`src/rtl/shaper_pkg.sv`:
```
package shaper_pkg;

    localparam int CRED_W   = 32;
    localparam int SLOPE_W  = 16;
    localparam int SEL_LSB  = 6;
    localparam int KEEP_BIT = 30;

    // biased zero point of the credit domain
    localparam logic [CRED_W-1:0] CRED_ZERO = 32'h8000_0000;

    localparam logic [1:0] SEL_OFF = 2'b00;

    typedef enum logic [1:0] {
        REG_CTL   = 2'd0,
        REG_RATE  = 2'd1,
        REG_LIMIT = 2'd2,
        REG_NONE  = 2'd3
    } cfg_reg_e;

endpackage

```
`src/rtl/shaper_cfg.sv`:
```
module shaper_cfg
    import shaper_pkg::*;
#(
    parameter int NUM_Q       = 4,
    parameter int NUM_SHAPERS = 2
) (
    input  logic                                 clk,
    input  logic                                 rst_n,
    input  logic                                 wr,
    input  logic [1:0]                           reg_sel,
    input  logic [$clog2(NUM_Q)-1:0]             queue,
    input  logic [31:0]                          wdata,
    output logic [NUM_SHAPERS-1:0]               en,
    output logic [NUM_SHAPERS-1:0][SLOPE_W-1:0]  slope,
    output logic [NUM_SHAPERS-1:0]               keep,
    output logic [NUM_SHAPERS-1:0][CRED_W-1:0]   limit
);

    localparam int QW = $clog2(NUM_Q);

    typedef struct packed {
        logic [NUM_SHAPERS-1:0]              en;
        logic [NUM_SHAPERS-1:0][SLOPE_W-1:0] slope;
        logic [NUM_SHAPERS-1:0]              keep;
        logic [NUM_SHAPERS-1:0][CRED_W-1:0]  limit;
    } cfg_t;

    cfg_t st_d, st_q;

    logic [1:0]             sel_code;
    logic [NUM_SHAPERS-1:0] upper_on;   // next-lower-priority shaper active
    logic [NUM_SHAPERS-1:0] lower_on;   // next-higher-priority shaper active

    assign sel_code = wdata[SEL_LSB +: 2];
    assign upper_on = {1'b0, st_q.en[NUM_SHAPERS-1:1]};
    assign lower_on = {st_q.en[NUM_SHAPERS-2:0], 1'b1};

    always_comb begin
        st_d = st_q;
        if (wr) begin
            for (int i = 0; i < NUM_SHAPERS; i++) begin
                if (queue == QW'(i)) begin
                    case (cfg_reg_e'(reg_sel))
                        REG_CTL: begin
                            if (sel_code == SEL_OFF) begin
                                if (!upper_on[i]) st_d.en[i] = 1'b0;
                            end else if (sel_code == {1'b1, 1'(i)}) begin
                                if (lower_on[i]) st_d.en[i] = 1'b1;
                            end
                        end
                        REG_RATE: begin
                            st_d.slope[i] = wdata[SLOPE_W-1:0];
                            st_d.keep[i]  = wdata[KEEP_BIT];
                        end
                        REG_LIMIT: st_d.limit[i] = wdata;
                        default: ;
                    endcase
                end
            end
        end
    end

    always_ff @(posedge clk) begin
        if (!rst_n) st_q <= '0;
        else        st_q <= st_d;
    end

    assign en    = st_q.en;
    assign slope = st_q.slope;
    assign keep  = st_q.keep;
    assign limit = st_q.limit;

endmodule

```
`src/rtl/shaper_credit.sv`:
```
module shaper_credit
    import shaper_pkg::*;
#(
    parameter int unsigned SEND_STEP = 1000,
    parameter int unsigned LO_CREDIT = 3000
) (
    input  logic               clk,
    input  logic               rst_n,
    input  logic               en,
    input  logic [SLOPE_W-1:0] slope,
    input  logic               keep,
    input  logic [CRED_W-1:0]  limit,
    input  logic               xmit,
    input  logic               pend,
    output logic [CRED_W-1:0]  credit,
    output logic               elig
);

    localparam logic [CRED_W-1:0] STEP       = CRED_W'(SEND_STEP);
    localparam logic [CRED_W-1:0] FLOOR      = CRED_ZERO - CRED_W'(LO_CREDIT);
    localparam logic [CRED_W-1:0] FLOOR_STEP = FLOOR + STEP;
    localparam logic [CRED_W:0]   ZERO_W     = {1'b0, CRED_ZERO};

    typedef struct packed {
        logic [CRED_W-1:0] credit;
    } cred_t;

    cred_t        cr_d, cr_q;
    logic [CRED_W:0] raised;

    assign raised = {1'b0, cr_q.credit} + {{(CRED_W+1-SLOPE_W){1'b0}}, slope};

    always_comb begin
        cr_d = cr_q;
        if (!en) begin
            cr_d.credit = CRED_ZERO;
        end else if (xmit) begin
            cr_d.credit = (cr_q.credit >= FLOOR_STEP) ? cr_q.credit - STEP : FLOOR;
        end else if (pend) begin
            cr_d.credit = (raised > {1'b0, limit}) ? limit : raised[CRED_W-1:0];
        end else if (cr_q.credit > CRED_ZERO) begin
            cr_d.credit = keep ? cr_q.credit : CRED_ZERO;
        end else begin
            cr_d.credit = (raised >= ZERO_W) ? CRED_ZERO : raised[CRED_W-1:0];
        end
    end

    always_ff @(posedge clk) begin
        if (!rst_n) cr_q.credit <= CRED_ZERO;
        else        cr_q        <= cr_d;
    end

    assign credit = cr_q.credit;
    assign elig   = !en || (cr_q.credit >= CRED_ZERO);

endmodule

```
`src/rtl/credit_shaper.sv`:
```
module credit_shaper
    import shaper_pkg::*;
#(
    parameter int          NUM_Q       = 4,
    parameter int          NUM_SHAPERS = 2,
    parameter int unsigned SEND_STEP   = 1000,
    parameter int unsigned LO_CREDIT   = 3000
) (
    input  logic                     clk,
    input  logic                     rst_n,
    input  logic                     cfg_wr,
    input  logic [1:0]               cfg_reg,
    input  logic [$clog2(NUM_Q)-1:0] cfg_queue,
    input  logic [31:0]              cfg_wdata,
    input  logic [NUM_Q-1:0]         q_pend,
    input  logic [NUM_Q-1:0]         q_xmit,
    output logic [NUM_Q-1:0]         q_elig
);

    logic [NUM_SHAPERS-1:0]              shp_en;
    logic [NUM_SHAPERS-1:0][SLOPE_W-1:0] shp_slope;
    logic [NUM_SHAPERS-1:0]              shp_keep;
    logic [NUM_SHAPERS-1:0][CRED_W-1:0]  shp_limit;
    logic [NUM_SHAPERS-1:0][CRED_W-1:0]  shp_credit;

    shaper_cfg #(
        .NUM_Q       (NUM_Q),
        .NUM_SHAPERS (NUM_SHAPERS)
    ) u_cfg (
        .clk     (clk),
        .rst_n   (rst_n),
        .wr      (cfg_wr),
        .reg_sel (cfg_reg),
        .queue   (cfg_queue),
        .wdata   (cfg_wdata),
        .en      (shp_en),
        .slope   (shp_slope),
        .keep    (shp_keep),
        .limit   (shp_limit)
    );

    for (genvar q = 0; q < NUM_Q; q++) begin : g_lane
        if (q < NUM_SHAPERS) begin : g_shaped
            shaper_credit #(
                .SEND_STEP (SEND_STEP),
                .LO_CREDIT (LO_CREDIT)
            ) u_credit (
                .clk    (clk),
                .rst_n  (rst_n),
                .en     (shp_en[q]),
                .slope  (shp_slope[q]),
                .keep   (shp_keep[q]),
                .limit  (shp_limit[q]),
                .xmit   (q_xmit[q]),
                .pend   (q_pend[q]),
                .credit (shp_credit[q]),
                .elig   (q_elig[q])
            );
        end else begin : g_plain
            logic unused_lane;
            assign unused_lane = q_pend[q] ^ q_xmit[q];
            assign q_elig[q]   = 1'b1;
        end
    end

endmodule

```
`config.mk`:
```
export PLATFORM = sky130hd
export DESIGN_NAME = credit_shaper
export DESIGN_NICKNAME = d
export VERILOG_FILES = /design/src/rtl/shaper_pkg.sv /design/src/rtl/shaper_cfg.sv /design/src/rtl/shaper_credit.sv /design/src/rtl/credit_shaper.sv
export SDC_FILE = /design/constraint.sdc
export NUM_CORES = 1
export LEC_CHECK = 0
export BUFFER_PORTS_ARGS = -buffer_cell sky130_fd_sc_hd__buf_2
export CAP_MARGIN = 20
export CORE_AREA = 2 2 118 206
export DETAILED_ROUTE_END_ITERATION = 7
export DIE_AREA = 0 0 120 208
export HOLD_SLACK_MARGIN = 0.05
export PLACE_DENSITY = 0.72
export SYNTH_ARGS = -nofsm -noshare
export SYNTH_HDL_FRONTEND = slang
export SYNTH_SLANG_ARGS = --single-unit
```
`constraint.sdc`:
```
create_clock -name clk -period 6.1 [get_ports clk]
set_input_delay 1.22 -clock clk [delete_from_list [all_inputs] [get_ports clk]]
set_output_delay 1.22 -clock clk [all_outputs]
set_load 0.02 [all_outputs]
```
==> results.toml <==
[status]
status = "finished, final reports clean"

[clocking]
root_buffer = "sky130_fd_sc_hd__clkbuf_16"
clk-insertion-delay-late_ns = 0.45
ctsLongestPathBuffers = 2
cts_tree = "done"
inserted_clock_buffers = 17
htree_num_levels = 4
cts_hold_buffers = 0
cts_resized = 0
cts_setup_buffers = 0
cts_num_sinks = 164
clock_pin_slew_reported_for_the_worst_setup_and_hold_paths_after_clock_tree_synthesis_ns = 0.07

[critical_path]
cp_data_arrival_time_ns = 6.03
critical_path_peak_fanout = 12
crit_type = "reg -> reg"
worstSetupStartpointType = "flip-flop"
worst_setup_path_end_kind = "flip-flop"
cp_data_required_time_ns = 6.45

[cells_and_area]
syn2layout_area_growth_pct = 7.90
drive_gt1_share_pct = 8.41
fill_cells = 2188
postLayoutCellArea_um2 = 13700
fin_nets = 1845
layoutNonFillerInstCount = 2017
antenna-diode-count = 0

[timing]
setup_slack_ns = 0.421
setup-tns-final_ns = 0
rsz_0062_raised_after_global_routing = "false"
fmax_mhz = 176
max-slew-margin-rel_pct = 25.0
maxSlewViolCount = 0
finalHoldViolations = 0
min_period_ns = 5.68
post-route-period-util_pct = 93.1
final-setup-viol-count = 0
least_margin_pin_slew_ns = 1.13
clock_skews_ns = 0.00964

[floorplan]
starting_utilization_of_the_core_area_pct = 54.6
floorplan.rows = 74
die_height_um = 208
die_w_um = 120
die_area_um2 = 25000
fp.coreArea_um2 = 23200
pin_count = 51

[synth]
synth_top_cells_by_area = "sky130_fd_sc_hd__dfxtp_1 (26%), sky130_fd_sc_hd__ha_1 (9.5%), sky130_fd_sc_hd__nand2_1 (9.1%), sky130_fd_sc_hd__a21boi_0 (6.0%), sky130_fd_sc_hd__a21oi_1 (5.2%)"
synth_enable_flop_cells = 0
synth_top_area_cell = "sky130_fd_sc_hd__dfxtp_1"
ys_ff_latch = 164
synth_most_common_cell = "sky130_fd_sc_hd__nand2_1"
instance_count_of_the_mapped_netlist = 1711
synth.cells.most_frequent = "sky130_fd_sc_hd__nand2_1 (309), sky130_fd_sc_hd__dfxtp_1 (164), sky130_fd_sc_hd__a21oi_1 (131), sky130_fd_sc_hd__a21boi_0 (101), sky130_fd_sc_hd__nor2_1 (98)"
netlist.area_leader.share_pct = 25.9
async_flop_share_pct = 0
sequential_fraction_of_the_synthesis_area_pct = 25.9
synth_area_um2 = 12700
synthesis_warning_total = 0
postSynth.topFlopCell = "sky130_fd_sc_hd__dfxtp_1"
synth_area_per_cell_um2 = 7.41
synth.lib_cells_used.distinct = 92

[pwr]
leakagePower_nw = 5.44
power_density_nw_per_um2 = 184
max-vdd-ir-drop_uv = 199
report.power.total_mw = 2.52

[global_routing]
pin_count_of_the_biggest_net_entering_global_routing = 56
grt.met3_usage_pct = 5.13
first_global_vias = 12400
grt_antenna_before_repair = 0
grt.overflow.total = 0
grt.busiest_layer = "met2"
grtUsageTotal_pct = 32.3
grt.met1_usage_pct = 31.8
met2_usage_pct = 57.4
grt_pass1_wl_um = 63900

[detailed_routing]
post-route-drc-count = 0
routedWlPerCell_um = 19.7
viasPerCell = 6.31
antenna_violating_nets_post_route = 0
first_iter_violations = 851
routed-via-count = 12700
routed_wl_um = 39800
drt_pre_antenna_iters = 5

[place]
dp_hpwl_um = 30500
dpl-instance-area_um2 = 13000
gpl.final_weighted_congestion = 0.984
dp_cells = 1984
io_buffers = 44
pre_cts_ws_ns = 0.531

[job]
maxCapViolCount = 0

[worst_hold_path]
worst_hold_path_type = "reg -> reg"
## sequential cells by signal, indices dropped and copies added (netlist names)
signal	count
g_lane.g_shaped.u_credit.credit	64
u_cfg.slope	32
u_cfg.limit	64
u_cfg.keep	2
u_cfg.en	2
## layout by cell type (no fill, tap or decap), drive strengths merged, types with 7 or more instances in the layout
master  instances
nand2         310
dfxtp         164
a21oi         136
a21boi        103
nor2           99
ha             96
inv            90
o21ai          76
buf            72
nand3          55
nor3           44
xnor2          38
a31oi          36
xor2           32
o211ai         26
a21o           26
nand4          19
clkbuf         19
a211oi         18
and3           15
and2           15
nor4           14
o21a           13
nand2b         11
or3            10
mux2           10
nor2b           9
a221o           9
o31ai           9
or2             8
o211a           8
a221oi          8
nand3b          7
a311oi          7
a211o           7
mux2i           7
## path summary, 6_finish.rpt
path	start	to	slack (ns)	cells after the start
worst max register to register	g_lane[0].g_shaped.u_credit.credit[0]$_SDFFE_PN0P_	g_lane[0].g_shaped.u_credit.credit[31]$_SDFFE_PN1P_	0.42	20
worst max-delay path	g_lane[0].g_shaped.u_credit.credit[0]$_SDFFE_PN0P_	g_lane[0].g_shaped.u_credit.credit[31]$_SDFFE_PN1P_	0.42	20
worst min-delay path	u_cfg.limit[5]$_SDFFE_PN0P_	u_cfg.limit[5]$_SDFFE_PN0P_	0.46	2
worst min register to register	u_cfg.limit[5]$_SDFFE_PN0P_	u_cfg.limit[5]$_SDFFE_PN0P_	0.46	2
## per-stage QoR
step,utilization (%),hold WS [ns]
final,58.9,0.463
after global routing,58.9,0.487
after CTS,58.9,0.466
after detailed placement,56.1,0.457
after global placement,56.1,0.451
after floorplan,-,0.443
## power by group
group / switching [mW] / internal, mW
Combinational: 0.152 / 0.0863
Clock: 0.493 / 0.702
Sequential: 0.0101 / 1.08
Total: 0.655 / 1.87
## area by class of cell
class,count,area [um2],area share (%)
clock inverters,13,196,1.44
multi-input cells,1357,8610,62.9
flip-flops and latches,164,3280,24.0
repair buffers,72,443,3.24
inverters,88,330,2.41
clock buffers,19,443,3.24
well taps,304,380,2.78
## critical path, cell delays in order, from the launching register on
cell and delay, ns:
sky130_fd_sc_hd__dfxtp_1 0.33, sky130_fd_sc_hd__ha_1 0.24, sky130_fd_sc_hd__fa_1 0.44, sky130_fd_sc_hd__a211oi_1 0.25, sky130_fd_sc_hd__o21ai_1 0.16, sky130_fd_sc_hd__a41oi_1 0.37
sky130_fd_sc_hd__o21ai_0 0.18, sky130_fd_sc_hd__a21o_1 0.20, sky130_fd_sc_hd__a21oi_1 0.21, sky130_fd_sc_hd__o21ai_0 0.16, sky130_fd_sc_hd__xor2_1 0.21, sky130_fd_sc_hd__ha_1 0.33
sky130_fd_sc_hd__nand3_1 0.10, sky130_fd_sc_hd__nor4_1 0.41, sky130_fd_sc_hd__nand3_1 0.20, sky130_fd_sc_hd__a211o_1 0.30, sky130_fd_sc_hd__a211o_1 0.28, sky130_fd_sc_hd__o21ai_1 0.55
sky130_fd_sc_hd__mux2i_1 0.27, sky130_fd_sc_hd__a211oi_1 0.09, sky130_fd_sc_hd__a211o_1 0.28
## layer usage
metal | vias up | wire (um)
li1 | 6107 | -
met5 | - | 0
met1 | 5917 | 14000
met4 | 0 | 3890
met3 | 226 | 1770
met2 | 471 | 20100
## cells by family after synthesis
| logic type | share of synthesized area [%] |
|---|---|
| compound gates | 28.4 |
| xor+xnor | 4.83 |
| buf+inv | 6.34 |
| mux | 1.50 |
| other cells | 0.0296 |
| simple gates | 23.1 |
| fa+ha+maj | 9.88 |
| flops | 25.9 |
No activity file was read; power rests on OpenSTA's default activity.
